===== src/rtl/dual_die_spi_router.sv =====
module dual_die_spi_router #(
  parameter int         DIE_AW = 26,
  parameter logic [7:0] RD_OP  = 8'h03
) (
  input  logic              clk,
  input  logic              rst_n,
  input  logic              cs_n,
  input  logic              sck_en,
  input  logic              sdi,
  output logic              lo_en,
  output logic              hi_en,
  output logic [DIE_AW-1:0] die_addr,
  output logic [7:0]        fwd_op,
  output logic              err,
  output logic              addr4_mode
);
  localparam int LONG_BITS  = 32;
  localparam int SHORT_BITS = 24;
  localparam int CW         = $clog2(LONG_BITS);
  localparam logic [7:0] OP_4B  = 8'hB7;
  localparam logic [7:0] OP_RST = 8'h99;

  typedef enum logic [1:0] {PH_OPC, PH_ADR, PH_DAT, PH_HOLD} ph_t;

  ph_t                  ph;
  logic [CW-1:0]        cnt;
  logic [2:0]           bcnt;
  logic [LONG_BITS-1:0] sh;
  logic [1:0]           sel;

  logic [LONG_BITS-1:0] sh_nx;
  logic [7:0]           op_nx;
  logic                 is_bcast, is_legacy, die_hi;
  logic [CW-1:0]        alast;
  logic [DIE_AW-1:0]    adr_nx;

  assign sh_nx     = {sh[LONG_BITS-2:0], sdi};
  assign op_nx     = sh_nx[7:0];
  assign is_bcast  = op_nx inside {8'hB7, 8'h82, 8'h30, 8'h99, 8'h06, 8'h04};
  assign is_legacy = op_nx inside {8'h01, 8'h35, 8'h05, 8'h07};
  assign alast     = addr4_mode ? CW'(LONG_BITS - 1) : CW'(SHORT_BITS - 1);
  assign die_hi    = addr4_mode & sh_nx[DIE_AW];
  assign adr_nx    = addr4_mode ? sh_nx[DIE_AW-1:0] : DIE_AW'(sh_nx[SHORT_BITS-1:0]);

  assign lo_en = sel[0] & ~cs_n;
  assign hi_en = sel[1] & ~cs_n;

  always_ff @(posedge clk or negedge rst_n) begin
    if (!rst_n) begin
      ph         <= PH_OPC;
      cnt        <= '0;
      bcnt       <= '0;
      sh         <= '0;
      sel        <= '0;
      err        <= 1'b0;
      addr4_mode <= 1'b0;
      fwd_op     <= '0;
      die_addr   <= '0;
    end else if (cs_n) begin
      ph   <= PH_OPC;
      cnt  <= '0;
      bcnt <= '0;
      sel  <= '0;
      err  <= 1'b0;
    end else if (sck_en) begin
      sh <= sh_nx;
      unique case (ph)
        PH_OPC: begin
          cnt <= cnt + CW'(1);
          if (cnt == CW'(7)) begin
            cnt    <= '0;
            fwd_op <= op_nx;
            if (is_bcast) begin
              sel <= 2'b11;
              ph  <= PH_HOLD;
              if (op_nx == OP_4B)       addr4_mode <= 1'b1;
              else if (op_nx == OP_RST) addr4_mode <= 1'b0;
            end else if (is_legacy) begin
              err <= 1'b1;
              ph  <= PH_HOLD;
            end else begin
              ph <= PH_ADR;
            end
          end
        end
        PH_ADR: begin
          cnt <= cnt + CW'(1);
          if (cnt == alast) begin
            die_addr <= adr_nx;
            sel      <= die_hi ? 2'b10 : 2'b01;
            bcnt     <= '0;
            ph       <= (fwd_op == RD_OP) ? PH_DAT : PH_HOLD;
          end
        end
        PH_DAT: begin
          bcnt <= bcnt + 3'd1;
          if (bcnt == 3'd7) die_addr <= die_addr + DIE_AW'(1);
        end
        default: ;
      endcase
    end
  end
endmodule


===== config.mk =====
export PLATFORM = sky130hd
export DESIGN_NAME = dual_die_spi_router
export DESIGN_NICKNAME = d
export VERILOG_FILES = /design/src/rtl/dual_die_spi_router.sv
export SDC_FILE = /design/constraint.sdc
export NUM_CORES = 1
export LEC_CHECK = 0
export BUFFER_PORTS_ARGS = -buffer_cell sky130_fd_sc_hd__clkbuf_2
export CORE_MARGIN = 2
export CORE_UTILIZATION = 59
export CTS_CLUSTER_DIAMETER = 80
export DETAILED_ROUTE_END_ITERATION = 8
export GPL_TIMING_DRIVEN = 1
export PLACE_DENSITY = 0.87
export SYNTH_ARGS = -nofsm -noshare
export SYNTH_HDL_FRONTEND = slang
export SYNTH_SLANG_ARGS = --single-unit
export TNS_END_PERCENT = 30

===== constraint.sdc =====
create_clock -name clk -period 2.4 [get_ports clk]
set_input_delay 0.24 -clock clk [delete_from_list [all_inputs] [get_ports clk]]
set_output_delay 0.24 -clock clk [all_outputs]
set_load 0.02 [all_outputs]

==> out/metrics.cfg, run 1 <==
[sta]
setup_viol=0
slew_viol_final=0
max_slew_margin_pct=37.2
tightest_slew_ns=0.942
rsz0062_at_grt=false
whs_ns=0.0239
setup_tns_ns=0
fmax_ghz=0.487
hold_viol_final=0
period_needed_ns=2.05
fin_crit_sh_pct=85.6
skew_ns=0.00802

[pwr]
p_switching_uw=703
power.density_mw_per_mm2=634
peakVddDrop_v=0.000446
p_comb_share_pct=8.4
leakage_uw=0.00213
switching_share_pct=25.0
p_clk_share_pct=41.9
seqPwrFrac_pct=49.8
p_int_uw=2110

[synthesis]
yosysWarnings=0
synthCells=445
synthArstFlopShare_pct=100
avgSynthCellArea_um2=8.86
yosysSeqAreaShare_pct=47.0
synthTopCellsByArea=dfrtp_1 47%, nand2_1 9.7%, a21oi_1 4.3%
yosysTopAreaCellShare_pct=47.0
syn-num-nets=454
ys_ff_latch=74
yosysUniqueCellTypes=59
synth_common_cells=102 x nand2_1, 74 x dfrtp_1, 34 x a21oi_1
synthFlopType=dfrtp_1
synth.most_common_cell=nand2_1
synth_top_area_cell=dfrtp_1
synth_area_mm2=0.00394
synth-edff-count=0

[clock_network]
insertion_delay_ns=0.35
cts_buffers=9
clock-sinks=74
cts.repair.resized=0
path_clk_slew_ns=0.08
h-tree-depth=3
clock_path_buffers=2
root_buffer=clkbuf_8
cts_tree=yes
post_cts_buffers=0
hold_buffers=0

[layout]
area_growth_pct=12.7
fin_nets=487
diodes=0
fillers=489
drive_gt1_share_pct=18.5

[route]
route.vias.total=3619
wl_per_cell_um=17.5
viasPerCell=6.47
ant_nets=0
firstDrtPassIters=7
wl_mm=9.78
drc=1
drt_iter0_markers=435

[grt]
grt_pass1_wl_mm=16.5
grt_max_degree=75
grt_usage_pct=28.6
antenna_found_initial=0
grt_overflow=0
grt_pass1_vias=3387

[floorplanning]
die_w_um=85.8
fp.coreArea_mm2=0.00642
dieArea_mm2=0.00735
io_pins=43
start_util_pct=61.4
die_h_um=85.8
rows=29

[setup_path]
crit_chain=ha_1 > nand2_1 > nor3_4 > and3_1 > a21oi_1 > or3_1
crit_path_top_delay_cell=dfrtp_1
reg2reg_depth=6
required_ns=2.63
crit_path_start_kind=flop
worstPathArrival_ns=2.29
crit_path_start=die_addr[0]
worstPathMaxFanout=8
reg2reg_from=die_addr[0]
endpoint=die_addr[24]
cp_slowest_stage_delay_ns=0.43
r2r_slack_ns=0.35
critical_path_class=reg -> reg
critPathCaptureType=flop
timing.rr.end=die_addr[24]

[min_path]
hold_path.class=in -> async

[place]
hpwl_mm=6.56
gp_congestion=0.879
portBuffers=42

[run]
maxCapViolations=0

[outcome]
violations=design-rule violations
status=finished with violations

-- placed cells by master, fill, tap and decap left out, drive strengths merged, types with 8 or more instances in the layout --
cell / netlist / layout
nand2: 102 / 102
dfrtp: 74 / 74
clkbuf: 17 / 51
a21oi: 34 / 34
nor2: 24 / 24
o21ai: 19 / 19
nand3: 15 / 15
nand4: 14 / 14
o22ai: 12 / 12
buf: 14 / 12
nor3: 11 / 11
mux2: 8 / 8
-- critical path: cells and delay by family, from the launching register on --
| family | cells | cell delay, ns |
|---|---|---|
| AND/OR/NAND/NOR | 4 | 1.16 |
| AO/OA/AOI/OAI | 1 | 0.10 |
| flip-flops | 1 | 0.43 |
| adder cells (fa/ha/maj) | 1 | 0.24 |
-- cell families after synthesis --
logic type	count (synthesis)	share of synthesized area, %
AO/OA/AOI/OAI	106	17.6
multiplexers	10	2.79
AND/OR/NAND/NOR	210	26.6
adder cells (fa/ha/maj)	4	1.27
flip-flops	74	47.0
XOR/XNOR	3	0.666
buffers and inverters	38	4.16
-- metrics by stage --
| stage | instance area [um2] | setup slack [ns] | total power [uW] | std cells | util, % |
|---|---|---|---|---|---|
| after global placement | 4200 | 0.484 | 1640 | 544 | 65.4 |
| after global routing | 4440 | 0.208 | 2920 | 559 | 69.2 |
| final | 4440 | 0.345 | 2820 | 559 | 69.2 |
| after CTS | 4440 | 0.386 | 2830 | 559 | 69.2 |
| after floorplan | 3940 | 0.489 | 1570 | 445 | - |
| after detailed placement | 4200 | 0.412 | 1660 | 544 | 65.4 |
-- power by group through the flow --
stage          Clock, uW  Combinational [uW]  Sequential (uW)
2_1_floorplan          0                 198             1370
3_3_place_gp           0                 222             1420
3_5_place_dp           0                 234             1430
4_1_cts             1190                 236             1400
5_1_grt             1240                 268             1410
6_report            1180                 236             1400
-- final cells by class --
class | count | area (um2) | area share (%)
Sequential cell | 74 | 1850 | 41.7
Multi-Input combinational cell | 333 | 1930 | 43.5
Clock inverter | 5 | 103 | 2.31
Clock buffer | 10 | 138 | 3.10
Timing Repair Buffer | 53 | 295 | 6.65
Inverter | 7 | 26.3 | 0.591
Tap cell | 77 | 96.3 | 2.17
-- per-layer routing --
layer	vias to the layer above	part of all wire, %	global-route usage (%)
met4	0	1.8	10.7
met3	21	8.6	4.91
li1	1659	-	-
met5	-	0	0
met2	205	47	44.5
met1	1734	42	40.6
-- worst min path at each step --
| stage | end | depth (start not counted) | slack, ns |
|---|---|---|---|
| after floorplan | addr4_mode | 0 | -0.06 |
| after CTS | sh[16] | 1 | 0.06 |
| after global placement | cnt[1] | 1 | 0.44 |
| final | bcnt[1] | 1 | 0.02 |
| after global routing | sel[1] | 1 | 0.11 |
| after detailed placement | cnt[2] | 1 | 0.44 |
-- flip-flops by register name (all words and copies together), names as in the netlist --
register,flops
sel,2
sh,26
fwd_op,8
err,1
cnt,5
addr4_mode,1
die_addr,26
bcnt,3
ph,2
No activity file was read; power rests on OpenSTA's default activity.
==> run 2, diff against run 1 <==
--- a/config.mk
+++ b/config.mk
@@ -11,7 +11,7 @@
 export CTS_CLUSTER_DIAMETER = 80
 export DETAILED_ROUTE_END_ITERATION = 8
 export GPL_TIMING_DRIVEN = 1
-export PLACE_DENSITY = 0.87
+export PLACE_DENSITY = 0.9
 export SYNTH_ARGS = -nofsm -noshare
 export SYNTH_HDL_FRONTEND = slang
 export SYNTH_SLANG_ARGS = --single-unit
==> out/metrics.cfg, run 2 (same netlist as run 1, synthesis figures left out) <==
[setup_path]
critical_path_class=reg -> reg
timing.rr.end=die_addr[24]
crit_chain=ha_1 > nand2_1 > nor3_4 > and3_1 > a21oi_1 > or3_1
worstPathArrival_ns=2.30
worstPathMaxFanout=8
reg2reg_from=die_addr[0]
r2r_slack_ns=0.33
reg2reg_depth=6
crit_path_top_delay_cell=dfrtp_1
cp_num_buf_inv=0
required_ns=2.63
cp_slowest_stage_delay_ns=0.41
crit_family=simple AND/OR/NAND/NOR gates
critPathCaptureType=flop
crit_path_start_kind=flop

[grt]
grt_pass1_vias=3445
grt_usage_pct=28.2
grt_overflow=0
grt_max_degree=75
grt_pass1_wl_mm=16.5
antenna_found_initial=0

[route]
route.vias.total=3606
wl_per_cell_um=17.4
ant_nets=0
drc=0
firstDrtPassIters=7
wl_mm=9.69
drt_iter0_markers=524
viasPerCell=6.47

[sta]
rsz0062_at_grt=false
fin_crit_sh_pct=86.2
whs_ns=0.0215
slew_viol_final=0
max_slew_margin_pct=38.4
setup_viol=0
setup_tns_ns=0
period_needed_ns=2.07
tightest_slew_ns=0.924
skew_ns=0.00862
fmax_ghz=0.483
hold_viol_final=0

[layout]
multi_input_area_mm2=0.00193
regArea_mm2=0.00185
diodes=0
layout.cells.non_filler=557
drive_gt1_share_pct=18.1
final_common_cell=nand2_1
final_cell_area_mm2=0.00440
fillers=485
fin_nets=486
reg_top3=die_addr (26), sh (26), fwd_op (8)
area_growth_pct=11.5
mostFrequentLayoutCells=102 x nand2_1, 74 x dfrtp_1, 41 x clkbuf_2, 34 x a21oi_1, 24 x nor2_1

[pwr]
leakage_uw=0.00211
peakVddDrop_v=0.000384
power.density_mw_per_mm2=593

[clock_network]
clock_path_buffers=2
path_clk_slew_ns=0.07
clock-sinks=74
root_buffer=clkbuf_8
h-tree-depth=3
hold_buffers=0
insertion_delay_ns=0.36
cts_buffers=9
cts.repair.resized=0
post_cts_buffers=0
cts_tree=yes

[place]
gp_congestion=0.918
hpwl_mm=6.45
dp.cells=543
place_area_mm2=0.00421
portBuffers=42

[run]
maxCapViolations=0

[floorplanning]
rows=29
die_w_um=85.8
io_pins=43
fp.coreArea_mm2=0.00642
start_util_pct=61.4
dieArea_mm2=0.00735
die_h_um=85.8

[outcome]
status=finished clean

[min_path]
hold_path.class=in -> async

## run 2: cell types whose count changed in the layout (fill, tap and decap cells not counted), sizes merged
| cell | previous run | this run |
|---|---|---|
| buf | 12 | 11 |
| bufinv | 3 | 1 |
| clkinvlp | 1 | 0 |
| clkbuf | 51 | 52 |
| clkinv | 1 | 2 |
## run 2: report_power, final
group          internal, uW  switching [uW]
clock network           522             450
registers              1310            94.9
logic                  95.5             140
## run 2: worst max path at each step
stage	from	cells past startpoint	end
floorplan	die_addr[0]	7	die_addr[24]
global placement	die_addr[0]	6	die_addr[24]
detailed placement	die_addr[0]	6	die_addr[24]
CTS	die_addr[0]	6	die_addr[24]
global route	die_addr[0]	6	die_addr[24]
finish	die_addr[0]	6	die_addr[24]
## run 2: worst register-to-register path, delay by kind of cell (launching register included)
family / cells / cell delay [ns]
DFF: 1 / 0.41
AOI/OAI and AO/OA: 1 / 0.14
and+or+nand+nor: 4 / 1.19
adders and majority gates: 1 / 0.21
## run 2: per-layer routing
layer	wire length [um]	global-route usage [%]
met5	0	0
met4	275	14.0
met3	798	3.85
met2	4510	43.5
met1	4110	39.4
## run 2: area by class of cell
cell class                 count  area share [%]
clock inverter                 3           0.910
tap                           77            2.19
sequential                    74            42.1
clock buffer                  11            3.44
timing repair buffer          52            6.83
multi-input combinational    333            43.9
inverter                       7           0.597
## run 2: metrics by stage
| step | worst slack (ns) | total power [uW] | util [%] |
|---|---|---|---|
| global placement | 0.491 | 1640 | 65.5 |
| floorplan | 0.489 | 1570 | - |
| finish | 0.331 | 2610 | 68.5 |
| detailed placement | 0.425 | 1660 | 65.5 |
| CTS | 0.336 | 2610 | 68.5 |
| global route | 0.217 | 2700 | 68.5 |
==> run 3, diff against run 2 <==
--- a/config.mk
+++ b/config.mk
@@ -11,7 +11,9 @@
 export CTS_CLUSTER_DIAMETER = 80
 export DETAILED_ROUTE_END_ITERATION = 8
 export GPL_TIMING_DRIVEN = 1
-export PLACE_DENSITY = 0.9
+export PLACE_DENSITY = 0.84
+export SETUP_SLACK_MARGIN = 0.02
+export SKIP_LAST_GASP = 1
 export SYNTH_ARGS = -nofsm -noshare
 export SYNTH_HDL_FRONTEND = slang
 export SYNTH_SLANG_ARGS = --single-unit
==> out/metrics.cfg, run 3 (same netlist as run 1, synthesis figures left out) <==
[layout]
final_common_cell=nand2_1
layout.cells.non_filler=559
mostFrequentLayoutCells=102 x nand2_1, 74 x dfrtp_1, 41 x clkbuf_2, 34 x a21oi_1, 24 x nor2_1
diodes=0
reg_top3=die_addr (26), sh (26), fwd_op (8)
fin_nets=486
fillers=498
drive_gt1_share_pct=18.5
area_growth_pct=11.5
final_core_util_pct=68.5

[clock_network]
cts_tree=yes
path_clk_slew_ns=0.08
insertion_delay_ns=0.36
root_buffer=clkbuf_8
h-tree-depth=3
clock-sinks=74
cts.repair.resized=0
clock_path_buffers=2
cts_buffers=9
post_cts_buffers=0
hold_buffers=0

[floorplanning]
fp.coreArea_mm2=0.00642
rows=29
dieArea_mm2=0.00735
start_util_pct=61.4
die_w_um=85.8
io_pins=43
die_h_um=85.8

[sta]
fin_ws_ns=0.331
period_needed_ns=2.07
slew_viol_final=0
setup_viol=0
rsz0062_at_grt=false
max_slew_margin_pct=39.1
fmax_ghz=0.483
tightest_slew_ns=0.914
setup_tns_ns=0
hold_viol_final=0
fin_crit_sh_pct=86.2
skew_ns=0.00745

[route]
route.vias.total=3561
drc=2
drt_iter0_markers=253
ant_nets=0
wl_per_cell_um=17.1
firstDrtPassIters=7
wl_mm=9.56
viasPerCell=6.37

[run]
maxCapViolations=0

[outcome]
status=finished with violations
violations=design-rule violations

[min_path]
hold_path.class=in -> async

[pwr]
power.density_mw_per_mm2=597
peakVddDrop_v=0.000368
leakage_uw=0.00210

[grt]
grt_max_degree=75
grt_pass1_wl_mm=15.9
grt_usage_pct=27.4
grt_overflow=0
grt_pass1_vias=3291
antenna_found_initial=0

[setup_path]
required_ns=2.63
crit_path_top_delay_cell=dfrtp_1
critical_path_class=reg -> reg
worstPathArrival_ns=2.30
crit_path_start_kind=flop
crit_chain=ha_1 > nand2_1 > nor3_4 > and3_1 > a21oi_1 > or3_1
cp_slowest_stage_delay_ns=0.42
critPathCaptureType=flop
r2r_slack_ns=0.33
worstPathMaxFanout=8

[place]
place_ws_ns=0.337
dp.cells=543
portBuffers=42
hpwl_mm=6.44
gp_congestion=0.886

-- run 3: cell count changes in the layout (fill, tap and decap cells not counted), sizes merged --
cell | before | now
clkinv | 2 | 3
clkbuf | 52 | 50
clkinvlp | 0 | 1
inv | 7 | 9
-- run 3: area by class of cell --
| type | count | area [um2] | area share (%) |
|---|---|---|---|
| clock inverter | 7 | 77.6 | 1.76 |
| timing repair buffer | 52 | 288 | 6.55 |
| multi-input combinational | 333 | 1930 | 44.0 |
| sequential | 74 | 1850 | 42.1 |
| clock buffer | 9 | 124 | 2.82 |
| tap | 77 | 96.3 | 2.19 |
| inverter | 7 | 26.3 | 0.598 |
-- run 3: layer usage --
layer / GRT usage, % / routed length, um
met1: 39.0 / 4230
met2: 42.0 / 4480
met3: 4.23 / 672
met4: 11.7 / 178
met5: 0 / 0
-- run 3: power breakdown --
part | switching [uW] | internal (uW) | total, uW
combinational | 138 | 96.3 | 235
sequential | 93.5 | 1310 | 1400
clock | 504 | 489 | 992
-- run 3: worst max-delay path, delay by kind of cell, from the launching register on --
kind	cells	cell delay [ns]
flops	1	0.42
simple gates	4	1.18
fa+ha+maj	1	0.22
compound gates	1	0.12
-- run 3: path summary, 6_finish.rpt --
path / from / end / cells after the start
max in group asynchronous: rst_n / sh[18] / 1
worst max register to register: die_addr[0] / die_addr[24] / 6
worst min-delay path: rst_n / bcnt[0] / 1
worst max-delay path: die_addr[0] / die_addr[24] / 6
min in group clk: sck_en / bcnt[1] / 3
worst min register to register: sel[1] / sel[1] / 1
-- run 3: stage by stage --
stage	area, um2	power, uW	hold slack [ns]
floorplan	3940	1570	-0.0556
global placement	4200	1640	0.437
detailed placement	4200	1660	0.443
CTS	4400	2630	0.0542
global route	4400	2730	0.0920
finish	4400	2630	0.0183
